`src/rtl/rdport_pkg.sv`:
```
package rdport_pkg;

    typedef enum logic [1:0] {
        COLL_READ_FIRST,
        COLL_WRITE_FIRST,
        COLL_UNDEFINED
    } coll_mode_e;

    typedef enum logic {
        PRIO_RESET_WINS,
        PRIO_ENABLE_WINS
    } rst_prio_e;

    typedef enum logic [1:0] {
        OUT_POWERUP,
        OUT_RESET,
        OUT_READ
    } out_src_e;

endpackage

```
`src/rtl/rdport_array.sv`:
```
// Raw storage: per-lane write, registered read with enable, no collision promise.
module rdport_array #(
    parameter int ADDR_W = 6,
    parameter int DATA_W = 32,
    parameter int LANE_W = 8,
    localparam int LANES = DATA_W / LANE_W,
    localparam int DEPTH = 1 << ADDR_W
) (
    input  logic              clk,
    input  logic              wr_en,
    input  logic [ADDR_W-1:0] wr_addr,
    input  logic [LANES-1:0]  wr_lanes,
    input  logic [DATA_W-1:0] wr_data,
    input  logic              rd_load,
    input  logic [ADDR_W-1:0] rd_addr,
    output logic [DATA_W-1:0] raw_q
);

    logic [DATA_W-1:0] mem [DEPTH];

    always_ff @(posedge clk) begin
        for (int l = 0; l < LANES; l++) begin
            if (wr_en && wr_lanes[l]) begin
                mem[wr_addr][l*LANE_W +: LANE_W] <= wr_data[l*LANE_W +: LANE_W];
            end
        end
        if (rd_load) begin
            raw_q <= mem[rd_addr];
        end
    end

endmodule

```
`src/rtl/rdport_bypass.sv`:
```
// Collision capture: registers which lanes take the write data and the write word.
module rdport_bypass
    import rdport_pkg::*;
#(
    parameter int         ADDR_W = 6,
    parameter int         DATA_W = 32,
    parameter int         LANE_W = 8,
    parameter coll_mode_e COLL   = COLL_WRITE_FIRST,
    localparam int LANES = DATA_W / LANE_W
) (
    input  logic              clk,
    input  logic              rd_load,
    input  logic [ADDR_W-1:0] rd_addr,
    input  logic              wr_en,
    input  logic [ADDR_W-1:0] wr_addr,
    input  logic [LANES-1:0]  wr_lanes,
    input  logic [DATA_W-1:0] wr_data,
    output logic [DATA_W-1:0] take_mask,
    output logic [DATA_W-1:0] byp_word
);

    generate
        if (COLL == COLL_WRITE_FIRST) begin : g_wf
            logic              same_addr;
            logic [DATA_W-1:0] mask_q;
            logic [DATA_W-1:0] word_q;

            assign same_addr = wr_en && (wr_addr == rd_addr);

            always_ff @(posedge clk) begin
                if (rd_load) begin
                    for (int l = 0; l < LANES; l++) begin
                        mask_q[l*LANE_W +: LANE_W] <= {LANE_W{same_addr && wr_lanes[l]}};
                    end
                    word_q <= wr_data;
                end
            end

            assign take_mask = mask_q;
            assign byp_word  = word_q;
        end else begin : g_nobyp
            assign take_mask = '0;
            assign byp_word  = '0;
        end
    endgenerate

endmodule

```
`src/rtl/rdport_outctl.sv`:
```
// Output source state machine: power-up word, reset word or array word.
module rdport_outctl
    import rdport_pkg::*;
#(
    parameter bit        SYNC_RST  = 1'b1,
    parameter bit        ASYNC_RST = 1'b0,
    parameter rst_prio_e PRIO      = PRIO_RESET_WINS
) (
    input  logic     clk,
    input  logic     rd_en,
    input  logic     rd_rst,
    output logic     rd_load,
    output out_src_e src
);

    localparam bit RST_USED = SYNC_RST || ASYNC_RST;

    out_src_e state_q = OUT_POWERUP;
    out_src_e state_nxt;
    logic     rst_take;

    always_comb begin
        rst_take  = SYNC_RST && rd_rst && ((PRIO == PRIO_RESET_WINS) || rd_en);
        rd_load   = rd_en && !(RST_USED && rd_rst);
        state_nxt = state_q;
        unique case (state_q)
            OUT_POWERUP: begin
                if (rst_take)     state_nxt = OUT_RESET;
                else if (rd_load) state_nxt = OUT_READ;
            end
            OUT_RESET: begin
                if (rd_load)      state_nxt = OUT_READ;
            end
            OUT_READ: begin
                if (rst_take)     state_nxt = OUT_RESET;
            end
            default:              state_nxt = OUT_RESET;
        endcase
    end

    generate
        if (ASYNC_RST) begin : g_async
            always_ff @(posedge clk or posedge rd_rst) begin
                if (rd_rst) state_q <= OUT_RESET;
                else        state_q <= state_nxt;
            end
        end else begin : g_sync
            always_ff @(posedge clk) begin
                state_q <= state_nxt;
            end
        end
    endgenerate

    assign src = state_q;

endmodule

```
`src/rtl/rdport_wrap.sv`:
```
module rdport_wrap
    import rdport_pkg::*;
#(
    parameter int                ADDR_W    = 6,
    parameter int                DATA_W    = 32,
    parameter int                LANE_W    = 8,
    parameter coll_mode_e        COLL      = COLL_WRITE_FIRST,
    parameter bit                SYNC_RST  = 1'b1,
    parameter bit                ASYNC_RST = 1'b0,
    parameter rst_prio_e         PRIO      = PRIO_RESET_WINS,
    parameter logic [DATA_W-1:0] RESET_VAL = 32'hA5A5_0F0F,
    parameter logic [DATA_W-1:0] INIT_VAL  = 32'h1234_5678,
    localparam int LANES = DATA_W / LANE_W
) (
    input  logic              clk,
    input  logic              wr_en,
    input  logic [ADDR_W-1:0] wr_addr,
    input  logic [LANES-1:0]  wr_lanes,
    input  logic [DATA_W-1:0] wr_data,
    input  logic              rd_en,
    input  logic              rd_rst,
    input  logic [ADDR_W-1:0] rd_addr,
    output logic [DATA_W-1:0] rd_data
);

    generate
        if (SYNC_RST && ASYNC_RST) begin : g_bad_cfg
            $error("rdport_wrap: synchronous and asynchronous read reset both selected");
        end
    endgenerate

    logic              rd_load;
    out_src_e          src;
    logic [DATA_W-1:0] raw_q;
    logic [DATA_W-1:0] take_mask;
    logic [DATA_W-1:0] byp_word;

    rdport_outctl #(
        .SYNC_RST (SYNC_RST),
        .ASYNC_RST(ASYNC_RST),
        .PRIO     (PRIO)
    ) u_ctl (
        .clk    (clk),
        .rd_en  (rd_en),
        .rd_rst (rd_rst),
        .rd_load(rd_load),
        .src    (src)
    );

    rdport_array #(
        .ADDR_W(ADDR_W),
        .DATA_W(DATA_W),
        .LANE_W(LANE_W)
    ) u_arr (
        .clk     (clk),
        .wr_en   (wr_en),
        .wr_addr (wr_addr),
        .wr_lanes(wr_lanes),
        .wr_data (wr_data),
        .rd_load (rd_load),
        .rd_addr (rd_addr),
        .raw_q   (raw_q)
    );

    rdport_bypass #(
        .ADDR_W(ADDR_W),
        .DATA_W(DATA_W),
        .LANE_W(LANE_W),
        .COLL  (COLL)
    ) u_byp (
        .clk      (clk),
        .rd_load  (rd_load),
        .rd_addr  (rd_addr),
        .wr_en    (wr_en),
        .wr_addr  (wr_addr),
        .wr_lanes (wr_lanes),
        .wr_data  (wr_data),
        .take_mask(take_mask),
        .byp_word (byp_word)
    );

    always_comb begin
        unique case (src)
            OUT_POWERUP: rd_data = INIT_VAL;
            OUT_RESET:   rd_data = RESET_VAL;
            default:     rd_data = (raw_q & ~take_mask) | (byp_word & take_mask);
        endcase
    end

endmodule

```
`config.mk`:
```
export PLATFORM = sky130hd
export DESIGN_NAME = rdport_wrap
export DESIGN_NICKNAME = d
export VERILOG_FILES = /design/src/rtl/rdport_pkg.sv /design/src/rtl/rdport_array.sv /design/src/rtl/rdport_bypass.sv /design/src/rtl/rdport_outctl.sv /design/src/rtl/rdport_wrap.sv
export SDC_FILE = /design/constraint.sdc
export NUM_CORES = 2
export LEC_CHECK = 0
export ABC_AREA = 1
export BUFFER_PORTS_ARGS = -buffer_cell sky130_fd_sc_hd__buf_2
export CAP_MARGIN = 5
export CORE_ASPECT_RATIO = 0.9
export CORE_MARGIN = 4
export CORE_UTILIZATION = 40
export DETAILED_ROUTE_END_ITERATION = 8
export PLACE_DENSITY = 0.62
export SLEW_MARGIN = 20
export SYNTH_ARGS = -nofsm -noshare
export SYNTH_HDL_FRONTEND = slang
export SYNTH_SLANG_ARGS = --single-unit
```
`constraint.sdc`:
```
create_clock -name clk -period 3.5 [get_ports clk]
set_input_delay 0.525 -clock clk [delete_from_list [all_inputs] [get_ports clk]]
set_output_delay 0.525 -clock clk [all_outputs]
set_load 0.01 [all_outputs]
```
==> out/metrics.yaml <==
run_status:
  status: "complete, but fails checks"
  violations: "design-rule violations"
placement:
  hpwlAfterDp_microns: 149000
  gp_congestion: 0.881
  placed_cell_area_sq_um: 90500
  port_buffers: 83
run:
  maxCapViolations: 0
critical_path:
  crit_start: "u_ctl.src[1]"
  worstPathRequired_ns: 2.97
  r2r_cells: 8
  startpoint_type: "flip-flop"
  cp-end-kind: "output pin"
  ff2ff_setup_slack_ns: 1.85
  r2r_end: "u_arr.raw_q[10]"
  cp.arrival_ns: 2.92
  critPathMaxFanout: 25
  path_class: "flip-flop to output pin"
  r2r_start: "u_arr.mem[51][10]"
yosys:
  synthArstFlopShare_pct: 0
  syn_inst: 7234
  synth_top_flop_cell: "edfxtp_1"
  synth_common_cells: "nand2_1 (2351), edfxtp_1 (2118), nand3_1 (1898)"
  synth_top_cell_by_area: "edfxtp_1"
  ys_seq_elements: 2118
  synth_top_area_share_pct: 74.1
  avgSynthCellArea_sq_um: 11.9
  synth_enable_flop_cells: 2118
  syn_area_sq_um: 85800
  ys_types: 20
  yosysSeqAreaShare_pct: 74.1
  synth.area.top_cells: "edfxtp_1 (74%), nand3_1 (11%), nand2_1 (10%)"
  ys_warn_count: 0
  syn_nets: 7286
  yosys.cell_count.top_type: "nand2_1"
routing:
  dr.first_iter.drc_count: 7974
  post_drt_wl_per_cell_microns: 24.2
  viasPerCell: 5.53
  drtPass1Iterations: 9
  routed-via-count: 57700
  drc_errors: 1
  routed_wl_microns: 253000
  drtAntennaViolNets: 0
floorplan:
  dieArea_sq_um: 222000
  die_w_microns: 496
  start_util_pct: 40.2
  io-pin-count: 84
  die_h_microns: 447
  core_sq_um: 214000
  row_count: 161
grt:
  grt_pass1_vias: 53400
  grt_max_degree: 172
  antenna_found_initial: 29
  track_usage_pct: 22.4
  overflow: 0
  grt_first_pass_wirelength_microns: 367000
timing:
  rsz0062_at_grt: "no"
  fin_skew_ns: 0.0269
  fin_setup_tns_ns: 0
  worst_pin_slew_ns: 1.20
  setup_viol: 0
  relSlewSlack_pct: 19.7
  hold_violations: 0
  finalCritPeriodShare_pct: 98.5
  hold_ws_ns: 0.0754
  period_needed_ns: 3.45
  slew_viol_final: 0
  max_freq_mhz: 290
layout:
  final_layout_size_suffix_gt1_share_pct: 9.43
  stdcell_area_sq_um: 97400
  n_fill_cell: 19000
  fin_util_pct: 45.6
  multi_input_area_sq_um: 19800
  fin_nets: 7434
  seq_area_sq_um: 63600
  areaGrowthSynthToFinish_pct: 13.4
clock_network:
  clk_pin_slew_ns: 0.06
  htree_levels: 4
  cts_buffer_depth: 3
  cts_sinks: 2118
  numCtsBuffers: 215
  clk_latency_ns: 0.86
  clock_tree.root_cell: "clkbuf_16"
  cts_setup_buffers: 0
  cts_tree: "done"
hold_path:
  min-delay-start: "rd_en"
  hold_path_class: "input port to flip-flop"
  whs_endpoint: "u_ctl.src[1]"
  worstHoldPathCells: 3
power:
  p_leak_nw: 34.3
  p_per_area_nw_per_um2: 553
  max-vdd-ir-drop_mv: 0.430
metal layers:
metal,GRT usage (%),up-vias,part of all wire (%)
li1,-,25900,-
met1,31.4,28400,41
met2,33.0,2889,44
met3,6.43,459,11
met4,8.30,24,3.6
met5,0,-,0.055
area by class of cell:
class | instances | area share, %
sequential | 2118 | 65.3
multi-input combinational | 4614 | 20.3
clock buffer | 267 | 5.79
tap | 2852 | 3.66
timing repair buffer | 409 | 3.49
clock inverter | 125 | 1.19
inverter | 24 | 0.127
antenna | 28 | 0.0720
per-stage QoR:
| stage | cells | worst slack [ns] | power [mW] |
|---|---|---|---|
| after floorplan | 7234 | 1.09 | 30.4 |
| after global placement | 10000 | 0.371 | 32.0 |
| after detailed placement | 10000 | 0.358 | 32.0 |
| after CTS | 10400 | 0.190 | 54.0 |
| after global routing | 10400 | 0.0192 | 55.5 |
| final | 10400 | 0.0539 | 53.8 |
worst max-delay path, stage by stage (launching register included):
cell and delay [ns]:
edfxtp_1 0.51, buf_4 0.38, o21ai_0 0.15, nor2_1 0.71, buf_2 0.28
layout by cell type (no fill, tap or decap), drive strengths merged:
cell type / count
inv: 30
bufinv: 17
nand3: 1898
o22ai: 1
o21ai: 46
nand2: 2351
diode: 28
a221oi: 1
o2111ai: 1
edfxtp: 2118
nor2: 296
a31oi: 1
buf: 406
dlygate4sd3: 3
clkbuf: 267
a21oi: 2
clkinv: 95
clkinvlp: 7
nor3: 16
xor2: 1
report_power, final:
group / internal [mW] / leakage (nW) / total [mW] / switching, mW
Clock: 12.7 / 3.31 / 22.3 / 9.64
Sequential: 28.1 / 19.1 / 28.1 / 0.0505
Combinational: 0.843 / 12.0 / 3.43 / 2.59
how the worst max path moves through the flow:
stage	slack, ns	depth (start not counted)	end
after floorplan	1.09	3	u_arr.raw_q[0]
after global placement	0.37	4	u_arr.mem[28][6]
after detailed placement	0.36	4	u_arr.mem[28][3]
after CTS	0.19	4	rd_data[27]
after global routing	0.02	4	rd_data[30]
final	0.05	4	rd_data[30]
cells by family after synthesis:
| logic type | share of synthesized area [%] |
|---|---|
| compound gates | 0.315 |
| xor+xnor | 0.0102 |
| buf+inv | 2.85 |
| flops | 74.1 |
| simple gates | 22.7 |
repair_timing:
action                                 in CTS  in global routing
endpoints found under the hold margin       4                  0
resized for setup                           0                  1
setup endpoints to repair                   0                  1
hold buffers                                3                  0
state kept, by name, indices dropped and copies added (netlist names):
name             cells
u_arr.mem         2048
u_arr.raw_q         32
u_ctl.src            2
u_byp.byp_word      32
u_byp.take_mask      4
(Power assumes the default switching activity.)
